[src/rtl/ircar_pkg.sv]
package ircar_pkg;

  typedef enum logic [1:0] {
    SEL_HALF   = 2'b00,
    SEL_FULL   = 2'b01,
    SEL_DOUBLE = 2'b10,
    SEL_SPARE  = 2'b11
  } csel_e;

  localparam int ADR_LOW      = 0;
  localparam int ADR_HIGH     = 1;
  localparam int ADR_CTRL     = 2;
  localparam int CTRL_EN_BIT  = 1;
  localparam int CTRL_SEL_LSB = 2;
  localparam int PRE_W        = 2;

  // prescaler bits that must all be one for a count tick
  function automatic logic [PRE_W-1:0] tick_mask(csel_e s);
    case (s)
      SEL_DOUBLE: tick_mask = 2'b00;
      SEL_FULL:   tick_mask = 2'b01;
      default:    tick_mask = 2'b11;
    endcase
  endfunction

  function automatic int unsigned tick_div(csel_e s);
    return 32'd1 << $countones(tick_mask(s));
  endfunction

endpackage

[src/rtl/ircar_regs.sv]
module ircar_regs
  import ircar_pkg::*;
#(
  parameter int PER_W  = 8,
  parameter int ADDR_W = 2
) (
  input  logic              clk,
  input  logic              rst_n,
  input  logic              wr_en,
  input  logic [ADDR_W-1:0] wr_addr,
  input  logic [PER_W-1:0]  wr_data,
  output logic [PER_W-1:0]  lo_val,
  output logic [PER_W-1:0]  hi_val,
  output logic              enable,
  output csel_e             sel,
  output logic              ctrl_wr
);

  localparam logic [ADDR_W-1:0] A_LO = ADDR_W'(ADR_LOW);
  localparam logic [ADDR_W-1:0] A_HI = ADDR_W'(ADR_HIGH);
  localparam logic [ADDR_W-1:0] A_CT = ADDR_W'(ADR_CTRL);

  logic lo_wr, hi_wr;
  assign lo_wr   = wr_en && (wr_addr == A_LO);
  assign hi_wr   = wr_en && (wr_addr == A_HI);
  assign ctrl_wr = wr_en && (wr_addr == A_CT);

  always_ff @(posedge clk or negedge rst_n) begin
    if (!rst_n) begin
      lo_val <= '0;
      hi_val <= '0;
      enable <= 1'b0;
      sel    <= SEL_HALF;
    end else begin
      if (lo_wr) lo_val <= wr_data;
      if (hi_wr) hi_val <= wr_data;
      if (ctrl_wr) begin
        enable <= wr_data[CTRL_EN_BIT];
        sel    <= csel_e'(wr_data[CTRL_SEL_LSB +: 2]);
      end
    end
  end

  // addresses past the control register touch nothing
  a_r9_unused_addr: assert property (@(posedge clk) disable iff (!rst_n)
    (wr_en && (wr_addr > A_CT)) |=>
      ($stable(lo_val) && $stable(hi_val) && $stable(enable) && $stable(sel)));

endmodule

[src/rtl/ircar_prescale.sv]
module ircar_prescale
  import ircar_pkg::*;
(
  input  logic  clk,
  input  logic  rst_n,
  input  logic  hold,
  input  csel_e sel,
  output logic  tick
);

  logic [PRE_W-1:0] pre;
  logic [PRE_W-1:0] mask;

  assign mask = tick_mask(sel);
  assign tick = !hold && ((pre & mask) == mask);

  always_ff @(posedge clk or negedge rst_n) begin
    if (!rst_n)    pre <= '0;
    else if (hold) pre <= '0;
    else           pre <= pre + 1'b1;
  end

  // at system rate two ticks are never adjacent
  a_r5_full_spacing: assert property (@(posedge clk) disable iff (!rst_n)
    (tick && sel == SEL_FULL && $stable(sel)) |=> !tick);

  // at half rate a tick is followed by at least one quiet cycle
  a_r5_half_spacing: assert property (@(posedge clk) disable iff (!rst_n)
    (tick && (sel == SEL_HALF || sel == SEL_SPARE)) |=> !tick);

endmodule

[src/rtl/ircar_phase.sv]
module ircar_phase
  import ircar_pkg::*;
#(
  parameter int PER_W = 8
) (
  input  logic             clk,
  input  logic             rst_n,
  input  logic             enable,
  input  logic             restart,
  input  logic             tick,
  input  logic [PER_W-1:0] lo_val,
  input  logic [PER_W-1:0] hi_val,
  output logic             phase_hi,
  output logic             boundary
);

  logic [PER_W-1:0] cnt;
  logic [PER_W-1:0] cur_len;

  assign boundary = enable && !restart && tick && (cnt == cur_len);

  always_ff @(posedge clk or negedge rst_n) begin
    if (!rst_n) begin
      cnt      <= '0;
      cur_len  <= '0;
      phase_hi <= 1'b1;
    end else if (restart || !enable) begin
      cnt      <= '0;
      cur_len  <= hi_val;
      phase_hi <= 1'b1;
    end else if (boundary) begin
      cnt      <= '0;
      cur_len  <= phase_hi ? lo_val : hi_val;
      phase_hi <= !phase_hi;
    end else if (tick) begin
      cnt <= cnt + 1'b1;
    end
  end

  // the limit of a running phase never changes
  a_r6_len_stable: assert property (@(posedge clk) disable iff (!rst_n)
    (enable && !restart && !boundary) |=> $stable(cur_len));

  // the counter never passes the phase limit
  a_r5_cnt_bound: assert property (@(posedge clk) disable iff (!rst_n)
    enable |-> (cnt <= cur_len));

  // the phase only flips on a count tick
  a_r5_flip_on_tick: assert property (@(posedge clk) disable iff (!rst_n)
    (enable && !restart && !tick) |=> $stable(phase_hi));

endmodule

[src/rtl/ircar_gen.sv]
module ircar_gen
  import ircar_pkg::*;
#(
  parameter int PER_W  = 8,
  parameter int ADDR_W = 2
) (
  input  logic              clk,
  input  logic              rst_n,
  input  logic              wr_en,
  input  logic [ADDR_W-1:0] wr_addr,
  input  logic [PER_W-1:0]  wr_data,
  output logic              carrier_out
);

  logic [PER_W-1:0] lo_val, hi_val;
  logic             enable, ctrl_wr, tick, phase_hi, boundary, pre_hold;
  csel_e            sel;

  ircar_regs #(.PER_W(PER_W), .ADDR_W(ADDR_W)) u_regs (
    .clk, .rst_n, .wr_en, .wr_addr, .wr_data,
    .lo_val, .hi_val, .enable, .sel, .ctrl_wr
  );

  assign pre_hold = ctrl_wr || !enable;

  ircar_prescale u_pre (
    .clk, .rst_n, .hold(pre_hold), .sel, .tick
  );

  ircar_phase #(.PER_W(PER_W)) u_phase (
    .clk, .rst_n, .enable, .restart(ctrl_wr), .tick,
    .lo_val, .hi_val, .phase_hi, .boundary
  );

  assign carrier_out = enable && phase_hi;

  // a control write clearing the enable silences the output
  a_r3_off_low: assert property (@(posedge clk) disable iff (!rst_n)
    (wr_en && wr_addr == ADDR_W'(ADR_CTRL) && !wr_data[CTRL_EN_BIT]) |=> !carrier_out);

  // a control write with the enable set starts in the high phase
  a_r7_restart_high: assert property (@(posedge clk) disable iff (!rst_n)
    (wr_en && wr_addr == ADDR_W'(ADR_CTRL) && wr_data[CTRL_EN_BIT]) |=> carrier_out);

  // every phase boundary shows as a level change on the pin
  a_r5_boundary_edge: assert property (@(posedge clk) disable iff (!rst_n)
    boundary |=> (carrier_out != $past(carrier_out)));

  // without enable the output stays low
  a_r3_hold_low: assert property (@(posedge clk) disable iff (!rst_n)
    (!carrier_out && !(wr_en && wr_addr == ADDR_W'(ADR_CTRL))) |=>
      (!carrier_out || $past(enable)));

endmodule

[config.mk]
export PLATFORM = sky130hd
export DESIGN_NAME = ircar_gen
export DESIGN_NICKNAME = d
export VERILOG_FILES = /design/src/rtl/ircar_pkg.sv /design/src/rtl/ircar_regs.sv /design/src/rtl/ircar_prescale.sv /design/src/rtl/ircar_phase.sv /design/src/rtl/ircar_gen.sv
export SDC_FILE = /design/constraint.sdc
export NUM_CORES = 1
export LEC_CHECK = 0
export BUFFER_PORTS_ARGS = -buffer_cell sky130_fd_sc_hd__clkbuf_2
export CAP_MARGIN = 40
export CORE_ASPECT_RATIO = 0.9
export CORE_MARGIN = 5
export CORE_UTILIZATION = 55
export CTS_BUF_LIST = sky130_fd_sc_hd__clkbuf_8
export DETAILED_ROUTE_END_ITERATION = 16
export PLACE_DENSITY = 0.82
export SETUP_SLACK_MARGIN = 0.05
export SLEW_MARGIN = 20
export SYNTH_ARGS = -nofsm -noshare
export SYNTH_HDL_FRONTEND = slang
export SYNTH_SLANG_ARGS = --single-unit
export TNS_END_PERCENT = 1
[constraint.sdc]
create_clock -name clk -period 3.4 [get_ports clk]
set_input_delay 0.68 -clock clk [delete_from_list [all_inputs] [get_ports clk]]
set_output_delay 0.68 -clock clk [all_outputs]
set_load 0.02 [all_outputs]
==> impl_metrics.json <==
{
  "syn_to_final_growth_pct": 12.2,
  "cp_top_family": "simple AND/OR/NAND/NOR gates",
  "max_stage_delay_ns": 0.55,
  "clockBufferDepth": 2,
  "post-cts-setup-buffer-count": 0,
  "vias": 1255,
  "hold_class": "input pin to async pin",
  "finalCritPeriodShare_pct": 67.4,
  "timing.rr.end": "u_phase.cur_len[6]",
  "hold_buffers": 0,
  "grt_max_degree": 26,
  "critPathLaunch": "u_regs.sel[0]",
  "cp-start-kind": "register",
  "gr-usage-all-layers_pct": 17.7,
  "tightestPinTransition_ns": 0.683,
  "synth_mux_area_share_pct": 21.1,
  "path_buf_inv": 1,
  "skew_ns": 0.00507,
  "ios": 14,
  "setup-violations-final": 0,
  "start_util_pct": 56.0,
  "finalHoldViolations": 0,
  "htreeDepth": 2,
  "place_inst": 207,
  "finalWirelength_mm": 3.53,
  "hpwl_mm": 2.54,
  "rsz0062_at_grt": "false",
  "drc": 0,
  "syn_avg_cell_area_um2": 12.3,
  "core_area_um2": 3330,
  "ys_warn_count": 0,
  "post-route-util_pct": 62.8,
  "yosysSeqAreaShare_pct": 51.1,
  "avgRoutedWirePerCell_um": 16.4,
  "synthAdderAreaFrac_pct": 1.34,
  "grt_overflow": 0,
  "maxCapViolCount": 0,
  "cts_resized": 0,
  "cp_slowest_cell": "o31ai_4",
  "r2r_cells": 6,
  "crit_end": "u_phase.cur_len[6]",
  "ys_seq_elements": 38,
  "fp.dieH_um": 65.2,
  "tritoncts_num_sinks": 38,
  "yosys.area.top_type": "dfrtp_1",
  "syn_nets": 166,
  "diodes": 0,
  "die_area_um2": 4650,
  "synthesis.area_um2": 1860,
  "timing.rr.start": "u_regs.sel[0]",
  "grt_pass1_vias": 1334,
  "rows": 20,
  "worst-path-stages": 6,
  "synth_flop_cell": "dfrtp_1",
  "drive_gt1_share_pct": 36.3,
  "ir_worst_vdd_v": 0.000331,
  "synth.distinct_cells": 36,
  "cts_root_buffer": "clkbuf_8",
  "clkTransAtPathRegs_ns": 0.07,
  "min_period_ns": 2.29,
  "path_class": "register to register",
  "fin_nets": 185,
  "antenna_found_initial": 0,
  "drt_pass1_iterations": 4,
  "crit_path_cell_trace": "inv_1, ha_1, nor2b_2, or2_1, o31ai_4, mux2_2",
  "synthCells": 151,
  "r2r_setup_slack_ns": 1.11,
  "p_total_mw": 1.20,
  "fin_tns_setup_ns": 0,
  "async_flop_share_pct": 100,
  "fmax_ghz": 0.436,
  "clk-insertion-delay-late_ns": 0.29,
  "yosys.area_share.simple_pct": 13.5,
  "drt_iter0_drc": 62,
  "arrival_ns": 2.47,
  "synth_compound_area_share_pct": 7.52,
  "die_w_um": 71.4,
  "seq_area_um2": 952,
  "power.density_nw_per_um2": 576,
  "vias_per_cell": 5.84,
  "fillers": 267,
  "cts_made_buffers": 5,
  "synth_edf_count": 0,
  "relSlewSlack_pct": 54.3,
  "port_buffers": 13,
  "cts_tree": "built",
  "crit_path_end_kind": "register",
  "gp_congestion": 0.938,
  "multi_input_area_um2": 888,
  "leakagePower_nw": 0.858,
  "worstPathRequired_ns": 3.57,
  "synth.top_cell.area_share_pct": 49.7,
  "final_cells": 215,
  "synth_xor_area_share_pct": 4.23,
  "slew_violations": 0,
  "status": "completed",
  "crit_fanout": 10,
  "synth_top_family_by_area": "multiplexers",
  "grt_pass1_wl_mm": 6.29,
  "detail-route-antenna-nets": 0,
  "synth_area_leaders": "dfrtp_1 50%, mux2_2 21%, xnor2_1 4.2%"
}
==> area by class of cell <==
class                           instances  share of cell area [%]
Timing Repair Buffer                   14                    4.43
Sequential cell                        38                    45.5
Multi-Input combinational cell        109                    42.5
Inverter                                2                   0.359
Tap cell                               44                    2.63
Clock buffer                            6                    3.95
Clock inverter                          2                   0.598
==> layout by cell type, fill, tap and decap left out, types with 3 or more instances in the layout <==
| master | count |
|---|---|
| nor2_1 | 5 |
| and2_1 | 5 |
| mux2_2 | 34 |
| a21oi_1 | 7 |
| or3_1 | 3 |
| clkbuf_2 | 13 |
| o211ai_1 | 3 |
| nand4_1 | 3 |
| clkbuf_8 | 6 |
| nand2_1 | 10 |
| dfrtp_1 | 37 |
| o22ai_1 | 3 |
| xnor2_1 | 9 |
==> stage by stage <==
step | hold slack [ns] | setup WS (ns) | cell area (µm²)
floorplan | 0.384 | 1.32 | 1860
finish | 0.299 | 1.11 | 2090
global placement | 0.484 | 1.20 | 1970
detailed placement | 0.490 | 1.10 | 2000
CTS | 0.298 | 1.08 | 2090
global route | 0.311 | 0.924 | 2090
==> registers in the layout, indices dropped and copies added, names as in the netlist <==
| name | cells |
|---|---|
| u_regs.hi_val | 8 |
| u_regs.enable | 1 |
| u_pre.pre | 2 |
| u_regs.sel | 2 |
| u_phase.phase_hi | 1 |
| u_phase.cur_len | 8 |
| u_regs.lo_val | 8 |
| u_phase.cnt | 8 |
==> cells by family after synthesis <==
| group | count (synthesis) |
|---|---|
| buffers and inverters | 4 |
| adders and majority gates | 2 |
| AOI/OAI and AO/OA | 20 |
| DFF | 38 |
| xor gates and xnor gates | 9 |
| and+or+nand+nor | 43 |
| muxes | 35 |
==> Yosys cell counts, drive strengths merged (2+ instances only) <==
library cell and instances:
nand2 10, nor3 2, nand3 2, nand4 4, or3 3, inv 2, nor2b 2, nor2 6
dfrtp 37, mux2 34, o211ai 3, o22ai 3, o21ai 2, nor4 2, and2 5, a21oi 7
ha 2, nand3b 2, xnor2 9
==> worst min path at each step <==
stage                             endpoint  slack (ns)  cells past startpoint        startpoint
after global placement    u_regs.lo_val[3]        0.48                      1  u_regs.lo_val[3]
final                     u_regs.hi_val[2]        0.30                      1             rst_n
after detailed placement  u_regs.lo_val[7]        0.49                      1  u_regs.lo_val[7]
after CTS                 u_regs.hi_val[2]        0.30                      1             rst_n
after floorplan             u_phase.cnt[0]        0.38                      0             rst_n
after global routing      u_regs.hi_val[2]        0.31                      1             rst_n
==> layer usage <==
metal  up-vias  wire (µm)  global-route usage [%]
met4         0         55                    6.81
met1       624       1490                    21.4
met2        35       1760                    29.7
met5         -          0                       0
met3         6        216                    5.35
li1        590          -                       -
==> where the power goes <==
| part | total, mW | leakage [nW] | internal [mW] | switching (mW) |
|---|---|---|---|---|
| clock network | 0.313 | 0.0472 | 0.163 | 0.150 |
| registers | 0.592 | 0.469 | 0.536 | 0.0553 |
| logic | 0.300 | 0.342 | 0.150 | 0.150 |
| total | 1.20 | 0.858 | 0.849 | 0.355 |
Power figures use the tool's default switching activity.
